**src/rtl/pll_bank_pkg.sv**
```systemverilog
package pll_bank_pkg;
  typedef enum logic [1:0] {
    PTR_N    = 2'd0,
    PTR_M    = 2'd1,
    PTR_P    = 2'd2,
    PTR_STAT = 2'd3
  } ptr_sel_e;

  localparam int PTR_W       = 2;
  localparam int LOCK_BIT    = 6;
  localparam int TEST_EN_BIT = 6;
endpackage

```
**src/rtl/pll_lock_sync.sv**
```systemverilog
module pll_lock_sync #(
  parameter int W = 3
) (
  input  logic         clk_i,
  input  logic         rst_ni,
  input  logic [W-1:0] async_i,
  output logic [W-1:0] sync_o
);
  logic [W-1:0] meta_q, sync_q;

  always_ff @(posedge clk_i or negedge rst_ni) begin
    if (!rst_ni) begin
      meta_q <= '0;
      sync_q <= '0;
    end else begin
      meta_q <= async_i;
      sync_q <= meta_q;
    end
  end

  assign sync_o = sync_q;
endmodule

```
**src/rtl/pll_param_slot.sv**
```systemverilog
module pll_param_slot
  import pll_bank_pkg::*;
#(
  parameter int DW = 8
) (
  input  logic             clk_i,
  input  logic             rst_ni,
  input  logic             ptr_we_i,
  input  logic [PTR_W-1:0] ptr_wdata_i,
  input  logic             data_we_i,
  input  logic [DW-1:0]    wdata_i,
  input  logic             lock_i,
  output logic [PTR_W-1:0] ptr_o,
  output logic [DW-1:0]    n_o,
  output logic [DW-1:0]    m_o,
  output logic [DW-1:0]    p_o,
  output logic [DW-1:0]    rdata_o
);
  logic [PTR_W-1:0] ptr_q;
  logic [DW-1:0]    n_q, m_q, p_q, stat;

  always_ff @(posedge clk_i or negedge rst_ni) begin
    if (!rst_ni) begin
      ptr_q <= '0;
    end else if (ptr_we_i) begin
      ptr_q <= ptr_wdata_i;
    end else if (data_we_i) begin
      ptr_q <= ptr_q + 1'b1;
    end
  end

  always_ff @(posedge clk_i or negedge rst_ni) begin
    if (!rst_ni) begin
      n_q <= '0;
      m_q <= '0;
      p_q <= '0;
    end else if (data_we_i) begin
      case (ptr_q)
        PTR_N:   n_q <= wdata_i;
        PTR_M:   m_q <= wdata_i;
        PTR_P:   p_q <= wdata_i;
        default: ;
      endcase
    end
  end

  always_comb begin
    stat           = '0;
    stat[LOCK_BIT] = lock_i;
  end

  always_comb begin
    case (ptr_q)
      PTR_N:   rdata_o = n_q;
      PTR_M:   rdata_o = m_q;
      PTR_P:   rdata_o = p_q;
      default: rdata_o = stat;
    endcase
  end

  assign ptr_o = ptr_q;
  assign n_o   = n_q;
  assign m_o   = m_q;
  assign p_o   = p_q;

  AST_PTR_ADVANCE: assert property (@(posedge clk_i) disable iff (!rst_ni)
    (data_we_i && !ptr_we_i) |=> ptr_q == $past(ptr_q) + 2'd1);
  AST_PTR_HOLD: assert property (@(posedge clk_i) disable iff (!rst_ni)
    (!data_we_i && !ptr_we_i) |=> $stable(ptr_q));
  AST_STAT_NO_STORE: assert property (@(posedge clk_i) disable iff (!rst_ni)
    (data_we_i && ptr_q == PTR_STAT) |=> ($stable(n_q) && $stable(m_q) && $stable(p_q)));
endmodule

```
**src/rtl/pll_param_bank.sv**
```systemverilog
module pll_param_bank
  import pll_bank_pkg::*;
#(
  parameter int         DW       = 8,
  parameter int         IW       = 8,
  parameter int         NUM_PLL  = 3,
  parameter logic [7:0] BASE_IDX = 8'h2C
) (
  input  logic                  clk_i,
  input  logic                  rst_ni,
  input  logic [IW-1:0]         idx_i,
  input  logic [DW-1:0]         wdata_i,
  input  logic                  wr_i,
  input  logic                  rd_i,
  output logic [DW-1:0]         rdata_o,
  input  logic [NUM_PLL-1:0]    lock_i,
  output logic [NUM_PLL*DW-1:0] n_o,
  output logic [NUM_PLL*DW-1:0] m_o,
  output logic [NUM_PLL*DW-1:0] p_o,
  output logic                  pix_test_en_o
);
  localparam int AW = PTR_W * NUM_PLL;
  localparam logic [IW-1:0] ADDR_IDX = IW'(BASE_IDX);

  logic [NUM_PLL-1:0] lock_sync, port_hit;
  logic [AW-1:0]      ptr_flat;
  logic [DW-1:0]      slot_rdata [NUM_PLL];
  logic               addr_hit;

  assign addr_hit = (idx_i == ADDR_IDX);

  pll_lock_sync #(.W(NUM_PLL)) i_lock_sync (
    .clk_i   (clk_i),
    .rst_ni  (rst_ni),
    .async_i (lock_i),
    .sync_o  (lock_sync)
  );

  for (genvar k = 0; k < NUM_PLL; k++) begin : g_slot
    localparam logic [IW-1:0] PORT_IDX = ADDR_IDX + IW'(k + 1);
    assign port_hit[k] = (idx_i == PORT_IDX);

    pll_param_slot #(.DW(DW)) i_slot (
      .clk_i       (clk_i),
      .rst_ni      (rst_ni),
      .ptr_we_i    (wr_i && addr_hit),
      .ptr_wdata_i (wdata_i[PTR_W*k +: PTR_W]),
      .data_we_i   (wr_i && port_hit[k]),
      .wdata_i     (wdata_i),
      .lock_i      (lock_sync[k]),
      .ptr_o       (ptr_flat[PTR_W*k +: PTR_W]),
      .n_o         (n_o[DW*k +: DW]),
      .m_o         (m_o[DW*k +: DW]),
      .p_o         (p_o[DW*k +: DW]),
      .rdata_o     (slot_rdata[k])
    );
  end

  always_comb begin
    rdata_o = '0;
    if (rd_i) begin
      if (addr_hit) rdata_o[AW-1:0] = ptr_flat;
      for (int k = 0; k < NUM_PLL; k++) begin
        if (port_hit[k]) rdata_o = slot_rdata[k];
      end
    end
  end

  assign pix_test_en_o = p_o[TEST_EN_BIT];

  AST_ADDR_TOP_ZERO: assert property (@(posedge clk_i) disable iff (!rst_ni)
    (rd_i && addr_hit) |-> rdata_o[DW-1:AW] == '0);
  AST_RD_IDLE_ZERO: assert property (@(posedge clk_i) disable iff (!rst_ni)
    !rd_i |-> rdata_o == '0);
endmodule

```
**config.mk**
```make
export PLATFORM = sky130hd
export DESIGN_NAME = pll_param_bank
export DESIGN_NICKNAME = d
export VERILOG_FILES = /design/src/rtl/pll_bank_pkg.sv /design/src/rtl/pll_lock_sync.sv /design/src/rtl/pll_param_slot.sv /design/src/rtl/pll_param_bank.sv
export SDC_FILE = /design/constraint.sdc
export NUM_CORES = 1
export LEC_CHECK = 0
export ABC_AREA = 1
export CAP_MARGIN = 25
export CORE_UTILIZATION = 45
export DETAILED_ROUTE_END_ITERATION = 10
export PLACE_DENSITY = 0.73
export SLEW_MARGIN = 20
export SYNTH_ARGS = -nofsm -noshare
export SYNTH_HDL_FRONTEND = slang
export SYNTH_SLANG_ARGS = --single-unit
export TNS_END_PERCENT = 50
```
**constraint.sdc**
```tcl
create_clock -name clk_i -period 4.4 [get_ports clk_i]
set_clock_uncertainty 0.2 [all_clocks]
set_input_delay 0.88 -clock clk_i [delete_from_list [all_inputs] [get_ports clk_i]]
set_output_delay 0.88 -clock clk_i [all_outputs]
set_load 0.005 [all_outputs]
```
==> key figures <==
Status
  • Status: finished, final reports clean

Power and ir drop
  • VDD IR-drop max: between 0.15 and 0.2 mV
  • Pwr dens: around 280 mW/mm^2
  • Leakage: 0.00249 uW

Worst setup path
  • CP Launch Type: input pin
  • Reg2Reg Depth: 6
  • CP delay by family, top: buffers and inverters
  • WP buf/inv: 3
  • R2R Path Start: g_slot[2].i_slot.ptr_o[0]$_DFFE_PN0P_
  • Max Fanout on Critical Path: 9
  • Critical path arrival: about 3.0 ns
  • Worst R2R Setup Slack: 2.45 ns
  • Worst path max stage delay: roughly 0.53 ns
  • Worst Setup SP: idx_i[3]
  • Worst setup path class: in -> out
  • CP required: 3.32 ns
  • Worst setup endpoint: rdata_o[2]
  • Cell depth of the worst setup path: 10
  • Capturing element type of the critical path: primary output
  • Worst reg2reg endpoint: g_slot[2].i_slot.n_o[1]$_DFFE_PN0P_
  • Slowest cell on the critical path: clkdlybuf4s50_1
  • Most common cell on crit path: nand2_1
  • Cells along the critical path: clkdlybuf4s50_1, nand2_1, inv_1, nand2_1, nor2_2, nand3_1, nand2_1, nor2_1, nor2_1, clkdlybuf4s50_1

STA
  • Unrepaired setup endpoints after global routing: no
  • Minimum clock period: between 4 and 5 ns
  • Slew headroom: about half
  • Achievable Freq: between 200 and 250 MHz
  • Worst-margin pin slew: slightly below 0.8 ns
  • Fin worst setup slack: a little over 0.3 ns
  • Period utilisation layout: 93.0%
  • Final Setup Violations: 0
  • Final Hold Vio Count: 0
  • Total negative slack: 0 ns
  • Slew Limit Fails: 0

Cells and area
  • N_diodes: 0
  • Post-Layout Cell Count: roughly 770
  • Commonest non-fill, non-tap cell in the layout: nand2_1
  • Share of post-route cells with drive strength above 1: about 6.4%
  • Layout area overhead: 28.4%
  • Nets: around 670
  • Most frequent cells in the layout: nand2_1, clkdlybuf4s50_1, dfrtp_1

Die
  • Die width: around 100 um
  • Core area: slightly above 0.009 mm^2
  • Initial core utilization: 46.7%
  • Area of the die: just over 0.01 mm^2
  • Die Span Y: 100 um
  • Std-Cell Rows: 35
  • IO Count: 104

Routing
  • Initial drt markers: between 200 and 300
  • Wire per inst: approximately 16 um
  • Drt drc: 0
  • Antenna Nets Post-Route: 0
  • Via count: approximately 4,100
  • DRT Pass-1 Iters: 5
  • Drt total wl: about 12 mm
  • DR vias/cell: 5.30

Job
  • Max-cap violations: 0

Place
  • Placed cell count: 749
  • Final Wtd Congestion: approximately 0.96
  • Setup WS pre-CTS: around 0.36 ns
  • Hpwl dp: slightly below 9 mm
  • Port-buffer cells: just over 100

Logic synthesis
  • Async S/R FF share, synth: 100%
  • YS warnings: 0
  • Synth cell types: 30
  • Post-synthesis cell count: around 540
  • Post-synth EDFFs: 0
  • Synthesized cell area: between 0.004 and 0.005 mm^2
  • Syn_nets: between 500 and 600
  • Flops & latches, synth: 84
  • Syn Area/Cell: between 8 and 9 um^2
  • Post-synthesis sequential area ratio: between 40% and 50%
  • Primary FF master, synth: dfrtp_1

CTS
  • Clock buffer depth: 2
  • Post-CTS Setup Repair Bufs: 0
  • Clock Sinks: 84
  • CTS buffer count: 9
  • Post-CTS Hold Fix Bufs: 0
  • H-tree depth: 3
  • Worst-skew pair later-pin latency: ~0.36 ns
  • Clk slew on worst S/H paths: 0.09 ns
  • Clock Root Buffer: clkbuf_8
  • CTS tree: built
  • Post-cts resize count: 0

Global route
  • Vias in the first global route: approximately 3,800
  • Global Route Usage Sum: between 20% and 30%
  • Initial antenna violation count: 0
  • Grt total ovfl: 0
  • Largest net degree at the start of global routing: 85
  • Global-route wire length before repair: 19.3 mm

Min path
  • Hold Path Class: reg -> reg
  • Worst Hold Path Cells: 0
==> per-stage QoR <==
stage	power [uW]	instance area, um^2	hold slack [ns]	utilization, %
6_report	1550	5600	0.153	60.0
5_1_grt	1620	5600	0.173	60.0
4_1_cts	1550	5590	0.155	60.0
3_5_place_dp	1050	5420	0.136	58.1
3_3_place_gp	1040	5420	0.134	58.1
2_1_floorplan	941	4360	0.131	-
==> cell usage after synthesis (4+ instances only) <==
library cell    n  area (um^2)
ha_1           12          150
nor2_4          8         90.1
nand4_1        10         62.6
buf_6           4         45.0
nor2_1         51          191
nand3_1        48          240
clkinv_1        8         30.0
o21a_1         24          180
o21ai_1        24          120
nand2_1       177          664
clkbuf_1        7         26.3
inv_1          25         93.8
dfrtp_1        84         2100
buf_2           7         35.0
a21oi_1        22          110
buf_4           5         37.5
==> metal layers <==
layer | vias up | part of all wire [%] | wire (um) | global-route usage [%]
li1 | 1921 | - | - | -
met3 | 24 | 5.5 | 677 | 4.11
met4 | 0 | 2.6 | 327 | 10.6
met5 | - | 0 | 0 | 0
met1 | 1953 | 44 | 5450 | 34.6
met2 | 155 | 48 | 5960 | 41.0
==> state kept, by name, summed over array words and instances (netlist names) <==
register and count:
g_slot.i_slot.p_o 24, g_slot.i_slot.ptr_o 6, g_slot.i_slot.m_o 24, g_slot.i_slot.n_o 24, i_lock_sync.meta_q 3, i_lock_sync.sync_o 3
==> worst min path at each step <==
stage | end | start
after floorplan | i_lock_sync.sync_o[0]$_DFF_PN0_ | i_lock_sync.meta_q[0]$_DFF_PN0_
after global placement | i_lock_sync.sync_o[2]$_DFF_PN0_ | i_lock_sync.meta_q[2]$_DFF_PN0_
after detailed placement | i_lock_sync.sync_o[2]$_DFF_PN0_ | i_lock_sync.meta_q[2]$_DFF_PN0_
after CTS | i_lock_sync.sync_o[1]$_DFF_PN0_ | i_lock_sync.meta_q[1]$_DFF_PN0_
after global routing | i_lock_sync.sync_o[1]$_DFF_PN0_ | i_lock_sync.meta_q[1]$_DFF_PN0_
final | i_lock_sync.sync_o[2]$_DFF_PN0_ | i_lock_sync.meta_q[2]$_DFF_PN0_
==> cells by family after synthesis <==
logic type / Yosys count / synth area share, %
fa+ha+maj: 12 / 3.44
flops: 84 / 48.2
buf+inv: 59 / 6.43
compound gates: 80 / 11.0
simple gates: 304 / 30.9
==> layout make-up <==
class / count / area, um^2
Clock buffer: 10 / 128
Clock inverter: 6 / 48.8
Fill cell: 862 / 3730
Inverter: 35 / 133
Multi-Input combinational cell: 396 / 1980
Sequential cell: 84 / 2100
Tap cell: 129 / 161
Timing Repair Buffer: 105 / 1050
==> power breakdown <==
| group | switching, uW | leakage [uW] | internal [uW] |
|---|---|---|---|
| registers | 23.7 | 0.00114 | 795 |
| clock network | 305 | 0.0000791 | 209 |
| logic | 133 | 0.00127 | 84.9 |
| total | 462 | 0.00249 | 1090 |
Power figures use the tool's default switching activity.
